### src/rtl/cond_alu_pkg.sv
package cond_alu_pkg;

    typedef enum logic [3:0] {
        OP_ADD    = 4'd0,
        OP_ADDC   = 4'd1,
        OP_SUB    = 4'd2,
        OP_SUBC   = 4'd3,
        OP_RSUB   = 4'd4,
        OP_RSUBC  = 4'd5,
        OP_AND    = 4'd6,
        OP_OR     = 4'd7,
        OP_XOR    = 4'd8,
        OP_ANDN   = 4'd9,
        OP_PASS   = 4'd10,
        OP_PASSN  = 4'd11,
        OP_CMPSUB = 4'd12,
        OP_CMPADD = 4'd13,
        OP_CMPAND = 4'd14,
        OP_CMPXOR = 4'd15
    } op_e;

    // Bit positions of the packed flag word {N,Z,C,V}
    localparam int FN = 3;
    localparam int FZ = 2;
    localparam int FC = 1;
    localparam int FV = 0;

    function automatic logic op_is_cmp(op_e o);
        return (o[3:2] == 2'b11);
    endfunction

endpackage

### src/rtl/cond_alu_cond.sv
module cond_alu_cond
    import cond_alu_pkg::*;
(
    input  logic [3:0] cond,
    input  logic [3:0] flags,
    output logic       pass
);
    logic n, z, c, v, base;

    always_comb begin
        n = flags[FN];
        z = flags[FZ];
        c = flags[FC];
        v = flags[FV];
        unique case (cond[3:1])
            3'd0: base = z;
            3'd1: base = c;
            3'd2: base = n;
            3'd3: base = v;
            3'd4: base = c & ~z;
            3'd5: base = (n == v);
            3'd6: base = ~z & (n == v);
            3'd7: base = 1'b1;
        endcase
        if (cond[3:1] == 3'd7)
            pass = ~cond[0];
        else
            pass = base ^ cond[0];
    end
endmodule

### src/rtl/cond_alu_core.sv
module cond_alu_core
    import cond_alu_pkg::*;
#(
    parameter int W = 32
) (
    input  op_e          op,
    input  logic [W-1:0] a,
    input  logic [W-1:0] b,
    input  logic         cin,
    output logic [W-1:0] res,
    output logic         cout,
    output logic         ovf,
    output logic         arith
);
    logic [W-1:0] x, y, lres;
    logic         k;
    logic [W:0]   sum;

    // One shared adder; subtraction inverts one operand
    always_comb begin
        x     = a;
        y     = b;
        k     = 1'b0;
        arith = 1'b1;
        unique case (op)
            OP_ADD, OP_CMPADD: ;
            OP_ADDC:           k = cin;
            OP_SUB, OP_CMPSUB: begin y = ~b; k = 1'b1; end
            OP_SUBC:           begin y = ~b; k = cin;  end
            OP_RSUB:           begin x = b; y = ~a; k = 1'b1; end
            OP_RSUBC:          begin x = b; y = ~a; k = cin;  end
            default:           arith = 1'b0;
        endcase
    end

    always_comb begin
        unique case (op)
            OP_AND, OP_CMPAND: lres = a & b;
            OP_OR:             lres = a | b;
            OP_XOR, OP_CMPXOR: lres = a ^ b;
            OP_ANDN:           lres = a & ~b;
            OP_PASS:           lres = b;
            OP_PASSN:          lres = ~b;
            default:           lres = '0;
        endcase
    end

    always_comb begin
        sum  = {1'b0, x} + {1'b0, y} + {{W{1'b0}}, k};
        res  = arith ? sum[W-1:0] : lres;
        cout = sum[W];
        ovf  = (x[W-1] == y[W-1]) && (sum[W-1] != x[W-1]);
    end
endmodule

### src/rtl/cond_alu_flags.sv
module cond_alu_flags
    import cond_alu_pkg::*;
#(
    parameter int W = 32
) (
    input  logic         upd,
    input  logic [W-1:0] res,
    input  logic         cout,
    input  logic         ovf,
    input  logic         arith,
    input  logic         shc,
    input  logic [3:0]   flags_in,
    output logic [3:0]   flags_next
);
    always_comb begin
        flags_next = flags_in;
        if (upd) begin
            flags_next[FN] = res[W-1];
            flags_next[FZ] = (res == '0);
            flags_next[FC] = arith ? cout : shc;
            flags_next[FV] = arith ? ovf : flags_in[FV];
        end
    end
endmodule

### src/rtl/cond_alu.sv
module cond_alu
    import cond_alu_pkg::*;
#(
    parameter int W = 32
) (
    input  logic         clk,
    input  logic         rst_n,
    input  logic [3:0]   op_i,
    input  logic [3:0]   cond_i,
    input  logic         s_i,
    input  logic [W-1:0] a_i,
    input  logic [W-1:0] b_i,
    input  logic         shc_i,
    input  logic [3:0]   flags_i,
    output logic [W-1:0] res_o,
    output logic         wr_o,
    output logic [3:0]   flags_o,
    output logic         exe_o
);
    op_e          op;
    logic         pass, cmp, upd, cout, ovf, arith;
    logic [W-1:0] res_d;
    logic [3:0]   flags_d;

    assign op  = op_e'(op_i);
    assign cmp = op_is_cmp(op);

    cond_alu_cond u_cond (
        .cond  (cond_i),
        .flags (flags_i),
        .pass  (pass)
    );

    cond_alu_core #(.W(W)) u_core (
        .op    (op),
        .a     (a_i),
        .b     (b_i),
        .cin   (flags_i[FC]),
        .res   (res_d),
        .cout  (cout),
        .ovf   (ovf),
        .arith (arith)
    );

    assign upd = pass & (cmp | s_i);

    cond_alu_flags #(.W(W)) u_flags (
        .upd        (upd),
        .res        (res_d),
        .cout       (cout),
        .ovf        (ovf),
        .arith      (arith),
        .shc        (shc_i),
        .flags_in   (flags_i),
        .flags_next (flags_d)
    );

    always_ff @(posedge clk or negedge rst_n) begin
        if (!rst_n) begin
            res_o   <= '0;
            wr_o    <= 1'b0;
            flags_o <= 4'h0;
            exe_o   <= 1'b0;
        end else begin
            res_o   <= res_d;
            wr_o    <= pass & ~cmp;
            flags_o <= flags_d;
            exe_o   <= pass;
        end
    end
endmodule

### config.mk
export PLATFORM = sky130hd
export DESIGN_NAME = cond_alu
export DESIGN_NICKNAME = d
export VERILOG_FILES = /design/src/rtl/cond_alu_pkg.sv /design/src/rtl/cond_alu_cond.sv /design/src/rtl/cond_alu_core.sv /design/src/rtl/cond_alu_flags.sv /design/src/rtl/cond_alu.sv
export SDC_FILE = /design/constraint.sdc
export NUM_CORES = 1
export LEC_CHECK = 0
export BUFFER_PORTS_ARGS = -buffer_cell sky130_fd_sc_hd__buf_4
export CELL_PAD_IN_SITES_DETAIL_PLACEMENT = 0
export CELL_PAD_IN_SITES_GLOBAL_PLACEMENT = 1
export CORE_MARGIN = 2
export CORE_UTILIZATION = 44
export DETAILED_ROUTE_END_ITERATION = 6
export PLACE_DENSITY = 0.92
export SYNTH_ARGS = -nofsm -noshare
export SYNTH_HDL_FRONTEND = slang
export SYNTH_HIERARCHICAL = 1
export SYNTH_SLANG_ARGS = --single-unit
### constraint.sdc
create_clock -name clk -period 0.86 [get_ports clk]
set_input_delay 0.086 -clock clk [delete_from_list [all_inputs] [get_ports clk]]
set_output_delay 0.086 -clock clk [all_outputs]
set_load 0.01 [all_outputs]
==> metrics.txt, run 1 <==
# TYPE chip_impl_metric gauge
chip_impl_info{name="outcome",value="complete, but fails checks"} 1
chip_impl_info{name="violated_checks",value="setup timing"} 1
chip_impl_info{name="grt_setup_unrepaired",value="yes"} 1
chip_impl_metric{name="floorplan.initialDensity",unit="%"} 44.8
chip_impl_metric{name="seqPwrFrac",unit="%"} 16.5
chip_impl_metric{name="worstPathArrival",unit="ps"} 3940
chip_impl_info{name="root_buffer",value="sky130_fd_sc_hd__clkbuf_16"} 1
chip_impl_metric{name="power.switching_fraction",unit="%"} 41.1
chip_impl_metric{name="die-area",unit="sq mm"} 0.0150
chip_impl_metric{name="nNetsFinal",unit=""} 1415
chip_impl_metric{name="postSynthNetCount",unit=""} 1011
chip_impl_info{name="kind_of_critical_path",value="in -> reg"} 1
chip_impl_metric{name="gr-total-overflow",unit=""} 0
chip_impl_metric{name="gr-usage-all-layers",unit="%"} 35.0
chip_impl_metric{name="fmaxAchievable",unit="GHz"} 0.267
chip_impl_metric{name="portion_of_the_clock_cycle_consumed_by_the_worst_path_in_the_final_layout",unit="%"} 435
chip_impl_metric{name="netlist_instances",unit=""} 866
chip_impl_metric{name="p_sw",unit="mW"} 6.04
chip_impl_metric{name="max-slew-margin-rel",unit="%"} 60.4
chip_impl_metric{name="clock_power_share",unit="%"} 12.2
chip_impl_metric{name="grt_pass1_wl",unit="mm"} 41.6
chip_impl_info{name="tritoncts",value="yes"} 1
chip_impl_info{name="cp-end-kind",value="flop"} 1
chip_impl_metric{name="detailroute.via_count",unit=""} 9102
chip_impl_metric{name="worst-path-buf-inv",unit=""} 2
chip_impl_metric{name="worstHoldPathCells",unit=""} 3
chip_impl_metric{name="timing.critical_path.required",unit="ps"} 1050
chip_impl_metric{name="number_of_global_route_vias_before_repair",unit=""} 8584
chip_impl_metric{name="dpl.hpwl",unit="mm"} 19.1
chip_impl_metric{name="synth_enable_flop_cells",unit=""} 0
chip_impl_metric{name="numCtsBuffers",unit=""} 5
chip_impl_metric{name="worst_path_largest_cell_delay",unit="ps"} 390
chip_impl_info{name="setup.worst_path.start",value="op_i[2]"} 1
chip_impl_metric{name="floorplan.core_area",unit="sq mm"} 0.0138
chip_impl_metric{name="synth_seq_area_share",unit="%"} 15.4
chip_impl_metric{name="routed_wl",unit="mm"} 29.4
chip_impl_info{name="worst_hold_path_type",value="in -> reg"} 1
chip_impl_metric{name="final_critical_path_setup_slack",unit="ps"} -2880
chip_impl_metric{name="tightest_slew",unit="ps"} 579
chip_impl_metric{name="syn_area",unit="sq mm"} 0.00617
chip_impl_metric{name="timing.max_cap.violations",unit=""} 0
chip_impl_metric{name="final_antenna_net_count",unit=""} 0
chip_impl_metric{name="fillCellCount",unit=""} 889
chip_impl_metric{name="grt_max_degree",unit=""} 36
chip_impl_info{name="timing.critical_path.from_type",value="input port"} 1
chip_impl_metric{name="synth.distinct_cells",unit=""} 78
chip_impl_metric{name="power_report.internal_total",unit="mW"} 8.65
chip_impl_metric{name="port_buffers",unit=""} 117
chip_impl_metric{name="critical_path_depth",unit=""} 21
chip_impl_info{name="cpMaxStageDelayCell",value="sky130_fd_sc_hd__a221o_1"} 1
chip_impl_metric{name="tritoncts_num_sinks",unit=""} 38
chip_impl_metric{name="cts_htree_levels",unit=""} 2
chip_impl_metric{name="firstDrtPassIters",unit=""} 7
chip_impl_metric{name="combPwrFrac",unit="%"} 71.4
chip_impl_info{name="crit_family",value="compound AO/OA/AOI/OAI gates"} 1
chip_impl_metric{name="timing_max_transition_violations_final",unit=""} 0
chip_impl_metric{name="syn_to_final_growth",unit="%"} 72.4
chip_impl_metric{name="cts-root-to-sink-buffers",unit=""} 2
chip_impl_metric{name="crit_fanout",unit=""} 5
chip_impl_metric{name="fp-row-count",unit=""} 43
chip_impl_metric{name="io-pin-count",unit=""} 118
chip_impl_metric{name="die_w",unit="um"} 122
chip_impl_metric{name="finalInstanceArea",unit="sq mm"} 0.0106
chip_impl_metric{name="drive_gt1_share",unit="%"} 46.8
chip_impl_metric{name="die_h",unit="um"} 122
chip_impl_metric{name="report.final.hold_viol_count",unit=""} 0
chip_impl_metric{name="final_setup_viols",unit=""} 71
chip_impl_metric{name="placedInstanceArea",unit="sq mm"} 0.00938
chip_impl_metric{name="power_per_cell_area",unit="mW/mm^2"} 1380
chip_impl_metric{name="clock_pin_slew_of_the_registers_on_the_worst_case_setup_and_hold_paths",unit="ps"} 60
chip_impl_metric{name="synthArstFlopShare",unit="%"} 100
chip_impl_metric{name="drtIter0Drc",unit=""} 1329
chip_impl_metric{name="ir_drop",unit="V"} 0.000796
chip_impl_metric{name="power.leakage",unit="nW"} 5.10
chip_impl_info{name="critical_path.cell_chain",value="buf_8 -> nor2b_4 -> nand3b_1 -> o21ai_2 -> or2_4 -> a21oi_2 -> a21oi_2 -> fa_2 -> inv_2 -> fa_2 -> a211oi_2 -> o21ai_2 -> o2111ai_4 -> a21oi_4 -> a21oi_4 -> o211ai_1 -> xor2_1 -> a221o_1 -> nor4b_2 -> nand4_1 -> o31ai_2"} 1
chip_impl_info{name="synth_ff_type",value="sky130_fd_sc_hd__dfrtp_1"} 1
chip_impl_metric{name="syn_area_per_cell",unit="sq um"} 7.13
chip_impl_metric{name="remaining_drc_errors",unit=""} 0
chip_impl_metric{name="gp_congestion",unit=""} 1.06
chip_impl_metric{name="fraction_of_the_core_area_covered_by_cells_at_the_end_of_the_flow",unit="%"} 77.2
chip_impl_info{name="min-delay-start",value="shc_i"} 1
chip_impl_metric{name="route.detailed.wl_per_inst",unit="um"} 20.3
chip_impl_metric{name="viasPerCell",unit=""} 6.28
chip_impl_metric{name="synth_warnings",unit=""} 6
chip_impl_metric{name="period_minus_slack",unit="ps"} 3740
chip_impl_metric{name="hold_ws",unit="ps"} 94.8
chip_impl_metric{name="synth_seq_cells",unit=""} 38
chip_impl_metric{name="antenna-diode-count",unit=""} 0
chip_impl_metric{name="initial_antenna_violation_count",unit=""} 0
per-layer routing:
layer  vias up  GRT usage (%)  part of all wire (%)  wire, um
met5         -              0                     0         0
met4         0           17.9                   6.4      1890
met3       199           6.41                    11      3100
met2       744           58.4                    46     13500
met1      4197           43.2                    37     10900
li1       3962              -                     -         -
Yosys cell counts, types with 3 or more instances:
cell type                  instances  area [sq um]
sky130_fd_sc_hd__a21oi_1          74           370
sky130_fd_sc_hd__nor2b_1          10          62.6
sky130_fd_sc_hd__nor2_1           54           203
sky130_fd_sc_hd__a211oi_2          4          50.1
sky130_fd_sc_hd__or3_1             9          56.3
sky130_fd_sc_hd__xnor2_1          32           280
sky130_fd_sc_hd__buf_2             9          45.0
sky130_fd_sc_hd__nand2b_1         18           113
sky130_fd_sc_hd__nor4_1            5          31.3
sky130_fd_sc_hd__o21ai_2           3          26.3
sky130_fd_sc_hd__mux2i_1           5          50.1
sky130_fd_sc_hd__a21o_1           14           105
sky130_fd_sc_hd__or2_2             3          18.8
sky130_fd_sc_hd__nand2_1          81           304
sky130_fd_sc_hd__o21ai_1           9          45.0
sky130_fd_sc_hd__o21ai_0         109           546
sky130_fd_sc_hd__nor3_1            5          25.0
sky130_fd_sc_hd__a22oi_1          44           330
sky130_fd_sc_hd__o311ai_0          5          43.8
sky130_fd_sc_hd__o211ai_1          9          67.6
sky130_fd_sc_hd__nand3_1          24           120
sky130_fd_sc_hd__o21bai_1          4          30.0
sky130_fd_sc_hd__nand4_1           7          43.8
sky130_fd_sc_hd__dfrtp_1          38           951
sky130_fd_sc_hd__buf_1             5          18.8
sky130_fd_sc_hd__ha_1             63           788
sky130_fd_sc_hd__a221o_1           6          60.1
sky130_fd_sc_hd__inv_1            76           285
sky130_fd_sc_hd__xor2_1           11          96.3
sky130_fd_sc_hd__o221ai_1         11          96.3
sky130_fd_sc_hd__clkbuf_1         42           158
sky130_fd_sc_hd__and3_1            5          31.3
sky130_fd_sc_hd__a221oi_1         14           123
power by group through the flow:
stage | logic [mW] | clock network [mW] | registers, mW
after global routing | 11.0 | 1.90 | 2.46
after detailed placement | 8.14 | 0 | 2.36
after floorplan | 3.70 | 0 | 2.57
after global placement | 7.99 | 0 | 2.35
after CTS | 9.16 | 1.81 | 2.41
final | 10.5 | 1.79 | 2.42
sequential cells by signal (all words and copies together) (netlist names):
signal	flops
flags_o	4
exe_o	1
wr_o	1
res_o	32
cell type report:
| type | count | area [sq um] | area share (%) |
|---|---|---|---|
| clock inverter | 2 | 10.0 | 0.0941 |
| sequential | 38 | 951 | 8.94 |
| tap | 180 | 225 | 2.12 |
| multi-input combinational | 693 | 5300 | 49.8 |
| clock buffer | 5 | 125 | 1.18 |
| timing repair buffer | 455 | 3740 | 35.2 |
| inverter | 77 | 289 | 2.72 |
placed cells by master, fill, tap and decap left out, types with 6 or more instances in the layout:
master and instances:
sky130_fd_sc_hd__a22oi_2 10, sky130_fd_sc_hd__o21ai_1 15, sky130_fd_sc_hd__a21oi_1 45, sky130_fd_sc_hd__buf_12 7, sky130_fd_sc_hd__o21ai_2 10, sky130_fd_sc_hd__nand2b_1 16, sky130_fd_sc_hd__dfrtp_1 38, sky130_fd_sc_hd__nor2b_1 7
sky130_fd_sc_hd__a221oi_1 13, sky130_fd_sc_hd__ha_1 58, sky130_fd_sc_hd__or3_1 9, sky130_fd_sc_hd__nor2_1 50, sky130_fd_sc_hd__o21ai_0 90, sky130_fd_sc_hd__nand2_1 78, sky130_fd_sc_hd__xnor2_1 24, sky130_fd_sc_hd__xor2_1 9
sky130_fd_sc_hd__o221ai_1 10, sky130_fd_sc_hd__nand3_1 24, sky130_fd_sc_hd__inv_1 74, sky130_fd_sc_hd__o211ai_1 9, sky130_fd_sc_hd__a22oi_1 34, sky130_fd_sc_hd__o21ai_4 6, sky130_fd_sc_hd__xnor2_2 8, sky130_fd_sc_hd__buf_6 59
sky130_fd_sc_hd__nand4_1 7, sky130_fd_sc_hd__a21o_1 14, sky130_fd_sc_hd__buf_4 386, sky130_fd_sc_hd__a21oi_2 31, sky130_fd_sc_hd__a221o_1 6
cells by family (layout without fill, tap and decap cells):
kind of cell / after synthesis / in the layout / synth area share [%]
mux: 7 / 7 / 1.18
buf+inv: 135 / 539 / 8.54
xor+xnor: 43 / 43 / 6.10
simple gates: 233 / 233 / 18.1
fa+ha+maj: 65 / 65 / 13.4
flops: 38 / 38 / 15.4
compound gates: 345 / 345 / 37.2
per-stage QoR:
step	total power [mW]	std cells	setup TNS (ps)	worst slack (ps)
after CTS	13.4	1427	-67030	-2640
after floorplan	6.28	866	-65690	-2760
after global placement	10.3	1401	-82170	-2990
after global routing	15.4	1450	-78740	-2950
after detailed placement	10.5	1401	-85180	-3180
final	14.7	1450	-75460	-2880
repair_timing:
action / 4_1_cts / 5_1_grt
pin swaps: 58 / 46
setup buffers: 19 / 24
hold buffers: 1 / 0
gates resized for setup: 127 / 66
setup endpoints to repair: 76 / 76
hold endpoints to repair: 38 / 0
worst paths after layout:
check	to
max	flags_o[2]$_DFF_PN0_
min	flags_o[1]$_DFF_PN0_
max in group asynchronous	res_o[20]$_DFF_PN0_
min in group asynchronous	res_o[8]$_DFF_PN0_
(Power assumes the default switching activity.)
==> inputs of run 2 (changes only) <==
--- a/config.mk
+++ b/config.mk
@@ -5,12 +5,14 @@
 export SDC_FILE = /design/constraint.sdc
 export NUM_CORES = 1
 export LEC_CHECK = 0
+export ABC_CLOCK_PERIOD_IN_PS = 860
 export BUFFER_PORTS_ARGS = -buffer_cell sky130_fd_sc_hd__buf_4
 export CELL_PAD_IN_SITES_DETAIL_PLACEMENT = 0
 export CELL_PAD_IN_SITES_GLOBAL_PLACEMENT = 1
 export CORE_MARGIN = 2
 export CORE_UTILIZATION = 44
 export DETAILED_ROUTE_END_ITERATION = 6
+export MAX_ROUTING_LAYER = met4
 export PLACE_DENSITY = 0.92
 export SYNTH_ARGS = -nofsm -noshare
 export SYNTH_HDL_FRONTEND = slang
==> run 2 against run 1 <==
- the run ends with DRC, setup timing left
- setup slack worse by 200 ps
- non-clock buffer count down 5
- utilization down 0.12 points
- combinational power about the same
- critical path depth unchanged
- sequential share of layout area about the same
- die area unchanged
- hold slack better by 33 ps
- final area down 0.15%
- via count down 1.6%
- power up 0.94%
- count of clock-buffer cells in the layout unchanged
- critical path type unchanged
- critical endpoint unchanged
- largest cell class unchanged
- largest power group unchanged
- highest routed layer unchanged
==> metrics.txt, run 2 (synthesized netlist as in run 1, its figures left out) <==
# TYPE chip_impl_metric gauge
chip_impl_metric{name="syn_to_final_growth",unit="%"} 72.1
chip_impl_metric{name="die-area",unit="sq mm"} 0.0150
chip_impl_info{name="cp-end-kind",value="flop"} 1
chip_impl_metric{name="ir_drop",unit="V"} 0.000818
chip_impl_metric{name="routed_wl",unit="mm"} 29.4
chip_impl_metric{name="groute.layer.met3.usage",unit="%"} 5.72
chip_impl_info{name="worst_hold_path_type",value="in -> reg"} 1
chip_impl_metric{name="power.leakage",unit="nW"} 5.09
chip_impl_metric{name="fmaxAchievable",unit="GHz"} 0.253
chip_impl_metric{name="numCtsBuffers",unit=""} 5
chip_impl_metric{name="grt_use_met2",unit="%"} 56.2
chip_impl_info{name="kind_of_critical_path",value="in -> reg"} 1
chip_impl_metric{name="totalNegativeSetupSlack",unit="ps"} -77690
chip_impl_metric{name="groute.layer.met1.usage",unit="%"} 44.2
chip_impl_metric{name="fillCellCount",unit=""} 847
chip_impl_metric{name="report.final.hold_viol_count",unit=""} 0
chip_impl_metric{name="tightest_slew",unit="ps"} 584
chip_impl_info{name="root_buffer",value="sky130_fd_sc_hd__clkbuf_16"} 1
chip_impl_metric{name="max-slew-margin-rel",unit="%"} 60.6
chip_impl_metric{name="timing.max_cap.violations",unit=""} 0
chip_impl_metric{name="portion_of_the_clock_cycle_consumed_by_the_worst_path_in_the_final_layout",unit="%"} 459
chip_impl_metric{name="timing.critical_path.required",unit="ps"} 1060
chip_impl_metric{name="floorplan.core_area",unit="sq mm"} 0.0138
chip_impl_metric{name="period_minus_slack",unit="ps"} 3950
chip_impl_metric{name="route.detailed.wl_per_inst",unit="um"} 20.3
chip_impl_metric{name="grt_pass1_wl",unit="mm"} 40.8
chip_impl_info{name="violated_checks",value="DRC, setup timing"} 1
chip_impl_metric{name="initial_antenna_violation_count",unit=""} 0
chip_impl_info{name="tritoncts",value="yes"} 1
chip_impl_metric{name="fp-row-count",unit=""} 43
chip_impl_metric{name="nNetsFinal",unit=""} 1410
chip_impl_metric{name="power_per_cell_area",unit="mW/mm^2"} 1400
chip_impl_info{name="cpMaxStageDelayCell",value="sky130_fd_sc_hd__fa_2"} 1
chip_impl_metric{name="clock_pin_slew_of_the_registers_on_the_worst_case_setup_and_hold_paths",unit="ps"} 60
chip_impl_metric{name="seqCellArea",unit="sq um"} 951
chip_impl_metric{name="remaining_drc_errors",unit=""} 2
chip_impl_metric{name="cts-root-to-sink-buffers",unit=""} 2
chip_impl_metric{name="port_buffers",unit=""} 117
chip_impl_metric{name="finalInstanceArea",unit="sq mm"} 0.0106
chip_impl_metric{name="die_h",unit="um"} 122
chip_impl_metric{name="grt_max_degree",unit=""} 36
chip_impl_metric{name="worstPathArrival",unit="ps"} 4150
chip_impl_metric{name="cts_htree_levels",unit=""} 2
chip_impl_metric{name="multi_input_comb_area",unit="sq mm"} 0.00533
chip_impl_metric{name="final_setup_viols",unit=""} 76
chip_impl_metric{name="final_antenna_net_count",unit=""} 0
chip_impl_metric{name="number_of_flip_flops_in_the_largest_register",unit=""} 32
chip_impl_metric{name="dpl.hpwl",unit="mm"} 18.8
chip_impl_metric{name="totalPowerFinal",unit="mW"} 14.8
chip_impl_info{name="grt_setup_unrepaired",value="yes"} 1
chip_impl_metric{name="floorplan.initialDensity",unit="%"} 44.8
chip_impl_metric{name="drive_gt1_share",unit="%"} 46.5
chip_impl_metric{name="timing_max_transition_violations_final",unit=""} 0
chip_impl_info{name="global_route.peak_usage_layer",value="met2"} 1
chip_impl_info{name="most-common-layout-cells",value="sky130_fd_sc_hd__buf_4, sky130_fd_sc_hd__o21ai_0, sky130_fd_sc_hd__nand2_1, sky130_fd_sc_hd__inv_1, sky130_fd_sc_hd__buf_6"} 1
chip_impl_metric{name="crit_fanout",unit=""} 5
chip_impl_metric{name="final_critical_path_setup_slack",unit="ps"} -3090
chip_impl_metric{name="gp_congestion",unit=""} 1.08
chip_impl_info{name="largest_register",value="res_o"} 1
chip_impl_metric{name="gr-total-overflow",unit=""} 0
chip_impl_metric{name="antenna-diode-count",unit=""} 0
chip_impl_info{name="timing.critical_path.from_type",value="input port"} 1
chip_impl_metric{name="detailroute.via_count",unit=""} 8956
chip_impl_metric{name="placedInstanceArea",unit="sq mm"} 0.00938
chip_impl_metric{name="io-pin-count",unit=""} 118
chip_impl_metric{name="tritoncts_num_sinks",unit=""} 38
chip_impl_metric{name="hold_ws",unit="ps"} 128
chip_impl_metric{name="gr-usage-all-layers",unit="%"} 35.5
chip_impl_metric{name="worst_path_largest_cell_delay",unit="ps"} 360
chip_impl_metric{name="drtIter0Drc",unit=""} 1154
chip_impl_metric{name="viasPerCell",unit=""} 6.20
chip_impl_info{name="reg_top3",value="res_o: 32 flops, flags_o: 4 flops"} 1
chip_impl_info{name="mostFrequentLayoutCell",value="sky130_fd_sc_hd__buf_4"} 1
chip_impl_metric{name="number_of_global_route_vias_before_repair",unit=""} 8164
chip_impl_metric{name="firstDrtPassIters",unit=""} 7
chip_impl_metric{name="die_w",unit="um"} 122
chip_impl_info{name="critical_path.cell_chain",value="buf_6 -> buf_4 -> nor2b_1 -> a21oi_1 -> nor3_1 -> a21oi_2 -> fa_2 -> inv_2 -> fa_2 -> a211oi_2 -> o21ai_2 -> o2111ai_4 -> a21oi_4 -> nand2b_4 -> buf_6 -> o22ai_4 -> mux2i_1 -> o21ai_2 -> nor4_1 -> nand4_1 -> o31ai_2"} 1
chip_impl_info{name="outcome",value="complete, but fails checks"} 1
chip_impl_metric{name="fraction_of_the_core_area_covered_by_cells_at_the_end_of_the_flow",unit="%"} 77.1
## run 2: changes by cell type in the layout (fill, tap and decap cells not counted), sizes merged
cell	previous run	this run
buf	454	449
## run 2: repair_timing
action | CTS | global route
resized for setup | 127 | 63
hold buffers | 1 | 0
gates cloned | 0 | 0
endpoints found under the setup margin | 76 | 76
pin swaps | 52 | 50
buffers inserted | 22 | 23
endpoints found under the hold margin | 38 | 0
## run 2: final timing paths
kind / start / endpoint / slack [ps] / depth (start not counted)
setup / recovery: op_i[1] / flags_o[2]$_DFF_PN0_ / -3090 / 21
hold / removal: cond_i[0] / exe_o$_DFF_PN0_ / 130 / 3
min in group asynchronous: rst_n / res_o[13]$_DFF_PN0_ / 190 / 2
max in group asynchronous: rst_n / res_o[21]$_DFF_PN0_ / 270 / 3
## run 2: report_power, final
part | switching, mW | leakage [nW] | internal, mW | total [mW]
combinational | 5.22 | 4.57 | 5.39 | 10.6
sequential | 0.196 | 0.454 | 2.21 | 2.40
clock | 0.771 | 0.0694 | 1.05 | 1.82
total | 6.18 | 5.09 | 8.65 | 14.8
## run 2: final cells by class
class,count,share of cell area (%)
clock buffer,5,1.18
clock inverter,2,0.0942
multi-input combinational,693,50.2
tap,180,2.12
sequential,38,8.95
inverter,77,2.72
timing repair buffer,450,34.8
## run 2: critical path: cells and delay by family
| kind | cells | cell delay (ps) |
|---|---|---|
| multiplexers | 1 | 310 |
| AO/OA/AOI/OAI | 9 | 1770 |
| buffers and inverters | 4 | 430 |
| AND/OR/NAND/NOR | 5 | 890 |
| adder cells (fa/ha/maj) | 2 | 640 |
## run 2: metrics by stage
stage / setup slack [ps] / std cells
after detailed placement: -3120 / 1401
after floorplan: -2760 / 866
after global placement: -2980 / 1401
after global routing: -3080 / 1445
after CTS: -2560 / 1429
final: -3090 / 1445
## run 2: layer usage
metal / wire length (um) / vias to the layer above
li1: - / 3949
met1: 10900 / 4085
met2: 13400 / 710
met3: 3030 / 212
met4: 2020 / 0
met5: 0 / -
==> inputs of run 3 (changes only) <==
--- a/config.mk
+++ b/config.mk
@@ -13,7 +13,7 @@
 export CORE_UTILIZATION = 44
 export DETAILED_ROUTE_END_ITERATION = 6
 export MAX_ROUTING_LAYER = met4
-export PLACE_DENSITY = 0.92
+export PLACE_DENSITY = 0.89
 export SYNTH_ARGS = -nofsm -noshare
 export SYNTH_HDL_FRONTEND = slang
 export SYNTH_HIERARCHICAL = 1
==> run 3 against run 2 <==
- the run ends with setup timing left
- clock power increased by 41%
- non-clock buffer count increased by 7
- via count increased by 4.7%
- combinational power increased by 6%
- global-route usage increased by 1.4 points
- largest power group unchanged
- wire length up 7.2%
- cell count grew 0.55%
- power increased by 9.2%
- count of clock-buffer cells in the layout is 1 higher
- sequential share of layout area down 0.32 points
- first-iteration DRC count up 10%
==> metrics.txt, run 3 (synthesized netlist as in run 1, its figures left out) <==
# TYPE chip_impl_metric gauge
chip_impl_metric{name="numCtsBuffers",unit=""} 5
chip_impl_info{name="mostFrequentLayoutCell",value="sky130_fd_sc_hd__buf_4"} 1
chip_impl_metric{name="detailroute.via_count",unit=""} 9378
chip_impl_metric{name="viasPerCell",unit=""} 6.45
chip_impl_metric{name="ir_drop",unit="V"} 0.000841
chip_impl_info{name="worst_hold_path_type",value="in -> reg"} 1
chip_impl_metric{name="combPwrFrac",unit="%"} 69.2
chip_impl_metric{name="crit_fanout",unit=""} 5
chip_impl_metric{name="power.switching_fraction",unit="%"} 40.0
chip_impl_metric{name="timing_max_transition_violations_final",unit=""} 0
chip_impl_info{name="kind_of_critical_path",value="in -> reg"} 1
chip_impl_metric{name="number_of_flip_flops_in_the_largest_register",unit=""} 32
chip_impl_metric{name="routed_wl",unit="mm"} 31.5
chip_impl_metric{name="route.detailed.wl_per_inst",unit="um"} 21.7
chip_impl_metric{name="number_of_global_route_vias_before_repair",unit=""} 8550
chip_impl_metric{name="drive_gt1_share",unit="%"} 47.9
chip_impl_metric{name="gr-usage-all-layers",unit="%"} 36.9
chip_impl_metric{name="fillCellCount",unit=""} 805
chip_impl_metric{name="cts_htree_levels",unit=""} 2
chip_impl_info{name="root_buffer",value="sky130_fd_sc_hd__clkbuf_16"} 1
chip_impl_metric{name="gr-total-overflow",unit=""} 0
chip_impl_metric{name="placedInstanceArea",unit="sq mm"} 0.00931
chip_impl_metric{name="final_critical_path_setup_slack",unit="ps"} -3090
chip_impl_metric{name="worstPathArrival",unit="ps"} 4140
chip_impl_metric{name="cts-root-to-sink-buffers",unit=""} 2
chip_impl_metric{name="seqPwrFrac",unit="%"} 14.9
chip_impl_metric{name="p_sw",unit="mW"} 6.47
chip_impl_metric{name="firstDrtPassIters",unit=""} 7
chip_impl_metric{name="floorplan.core_area",unit="sq mm"} 0.0138
chip_impl_metric{name="final_antenna_net_count",unit=""} 0
chip_impl_metric{name="antenna-diode-count",unit=""} 0
chip_impl_metric{name="seqCellArea",unit="sq um"} 951
chip_impl_metric{name="remaining_drc_errors",unit=""} 0
chip_impl_metric{name="nNetsFinal",unit=""} 1417
chip_impl_metric{name="io-pin-count",unit=""} 118
chip_impl_metric{name="power_per_cell_area",unit="mW/mm^2"} 1470
chip_impl_metric{name="power.leakage",unit="nW"} 5.24
chip_impl_metric{name="syn_to_final_growth",unit="%"} 78.5
chip_impl_metric{name="report.final.hold_viol_count",unit=""} 0
chip_impl_metric{name="fraction_of_the_core_area_covered_by_cells_at_the_end_of_the_flow",unit="%"} 80.0
chip_impl_info{name="cp-end-kind",value="flop"} 1
chip_impl_metric{name="clock_power_share",unit="%"} 15.9
chip_impl_info{name="most-common-layout-cells",value="sky130_fd_sc_hd__buf_4, sky130_fd_sc_hd__o21ai_0, sky130_fd_sc_hd__nand2_1, sky130_fd_sc_hd__inv_1, sky130_fd_sc_hd__buf_6"} 1
chip_impl_metric{name="clock_pin_slew_of_the_registers_on_the_worst_case_setup_and_hold_paths",unit="ps"} 60
chip_impl_info{name="timing.critical_path.from_type",value="input port"} 1
chip_impl_info{name="reg_top3",value="res_o: 32 flops, flags_o: 4 flops"} 1
chip_impl_metric{name="power_report.internal_total",unit="mW"} 9.72
chip_impl_metric{name="final_cell_count_no_fill",unit=""} 1453
chip_impl_metric{name="timing.critical_path.required",unit="ps"} 1060
chip_impl_metric{name="port_buffers",unit=""} 117
chip_impl_metric{name="gp_congestion",unit=""} 1.06
chip_impl_metric{name="hold_ws",unit="ps"} 104
chip_impl_metric{name="die-area",unit="sq mm"} 0.0150
chip_impl_metric{name="timing.max_cap.violations",unit=""} 0
chip_impl_metric{name="finalInstanceArea",unit="sq mm"} 0.0110
chip_impl_info{name="largest_register",value="res_o"} 1
chip_impl_info{name="outcome",value="complete, but fails checks"} 1
chip_impl_metric{name="fp-row-count",unit=""} 43
chip_impl_metric{name="die_h",unit="um"} 122
chip_impl_metric{name="placedCellCount",unit=""} 1393
chip_impl_metric{name="fmaxAchievable",unit="GHz"} 0.253
chip_impl_metric{name="max-slew-margin-rel",unit="%"} 34.3
chip_impl_info{name="violated_checks",value="setup timing"} 1
chip_impl_metric{name="die_w",unit="um"} 122
chip_impl_metric{name="initial_antenna_violation_count",unit=""} 0
chip_impl_metric{name="tritoncts_num_sinks",unit=""} 38
chip_impl_info{name="grt_setup_unrepaired",value="yes"} 1
chip_impl_metric{name="floorplan.initialDensity",unit="%"} 44.8
chip_impl_metric{name="grt_max_degree",unit=""} 42
chip_impl_metric{name="final_setup_viols",unit=""} 76
chip_impl_metric{name="multi_input_comb_area",unit="sq mm"} 0.00550
chip_impl_metric{name="period_minus_slack",unit="ps"} 3950
chip_impl_metric{name="portion_of_the_clock_cycle_consumed_by_the_worst_path_in_the_final_layout",unit="%"} 459
chip_impl_metric{name="totalNegativeSetupSlack",unit="ps"} -77930
chip_impl_metric{name="drtIter0Drc",unit=""} 1275
chip_impl_info{name="tritoncts",value="yes"} 1
chip_impl_metric{name="worstHoldPathCells",unit=""} 3
chip_impl_metric{name="tightest_slew",unit="ps"} 960
chip_impl_metric{name="dpl.hpwl",unit="mm"} 18.8
chip_impl_metric{name="grt_pass1_wl",unit="mm"} 42.5
==> run 3: changes by cell type in the layout (fill, tap and decap cells not counted), sizes merged <==
| cell | previous run | this run |
|---|---|---|
| buf | 449 | 456 |
| bufinv | 0 | 2 |
| clkinv | 2 | 0 |
| clkbuf | 5 | 6 |
==> run 3: power by group through the flow <==
| stage | sequential (mW) | combinational [mW] | clock [mW] |
|---|---|---|---|
| after global placement | 2.34 | 8.00 | 0 |
| after detailed placement | 2.35 | 8.09 | 0 |
| after global routing | 2.45 | 11.7 | 2.62 |
| after floorplan | 2.57 | 3.70 | 0 |
| after CTS | 2.41 | 9.63 | 2.58 |
| final | 2.41 | 11.2 | 2.57 |
==> run 3: repair_timing <==
action | in CTS | in global routing
buffers inserted | 34 | 23
hold buffers | 1 | 0
resized for setup | 172 | 78
endpoints found under the hold margin | 38 | 0
cloned | 2 | 0
pin swaps | 79 | 48
endpoints found under the setup margin | 76 | 76
==> run 3: stage by stage <==
| stage | power [mW] | setup slack [ps] |
|---|---|---|
| finish | 16.2 | -3090 |
| global route | 16.8 | -3150 |
| CTS | 14.6 | -2640 |
| detailed placement | 10.4 | -3190 |
| global placement | 10.3 | -3130 |
| floorplan | 6.28 | -2760 |
==> run 3: area by class of cell <==
| class | count | area share, % |
|---|---|---|
| Clock inverter | 2 | 0.545 |
| Inverter | 77 | 2.62 |
| Multi-Input combinational cell | 693 | 49.9 |
| Clock buffer | 6 | 1.26 |
| Sequential cell | 38 | 8.63 |
| Tap cell | 180 | 2.04 |
| Timing Repair Buffer | 457 | 35.0 |
==> run 3: final timing paths <==
check | start | end | slack, ps
setup / recovery | op_i[2] | flags_o[2]$_DFF_PN0_ | -3090
hold / removal | shc_i | flags_o[1]$_DFF_PN0_ | 100
max in group asynchronous | rst_n | res_o[8]$_DFF_PN0_ | 320
min in group asynchronous | rst_n | res_o[1]$_DFF_PN0_ | 160
==> run 3: critical path: stages <==
cell and delay, ps:
sky130_fd_sc_hd__buf_8 100, sky130_fd_sc_hd__nor2b_4 120, sky130_fd_sc_hd__nand3b_1 100, sky130_fd_sc_hd__o21ai_2 80, sky130_fd_sc_hd__buf_4 150, sky130_fd_sc_hd__nor2_4 140
sky130_fd_sc_hd__a21oi_4 70, sky130_fd_sc_hd__a21oi_2 140, sky130_fd_sc_hd__fa_2 230, sky130_fd_sc_hd__inv_2 40, sky130_fd_sc_hd__fa_2 370, sky130_fd_sc_hd__a211oi_2 270
sky130_fd_sc_hd__o21ai_2 140, sky130_fd_sc_hd__o2111ai_4 270, sky130_fd_sc_hd__a21oi_4 120, sky130_fd_sc_hd__a21oi_4 150, sky130_fd_sc_hd__o211ai_1 130, sky130_fd_sc_hd__xor2_1 200
sky130_fd_sc_hd__a221o_1 430, sky130_fd_sc_hd__nor4b_4 330, sky130_fd_sc_hd__nand4_1 170, sky130_fd_sc_hd__o31ai_2 300
==> run 3: per-layer routing <==
layer | vias up | share of wire, % | track usage [%] | routed length (um)
met4 | 0 | 7.6 | 18.7 | 2390
met2 | 795 | 45 | 59.2 | 14000
met5 | - | 0 | - | 0
li1 | 3964 | - | - | -
met3 | 248 | 12 | 5.86 | 3670
met1 | 4371 | 36 | 45.0 | 11400
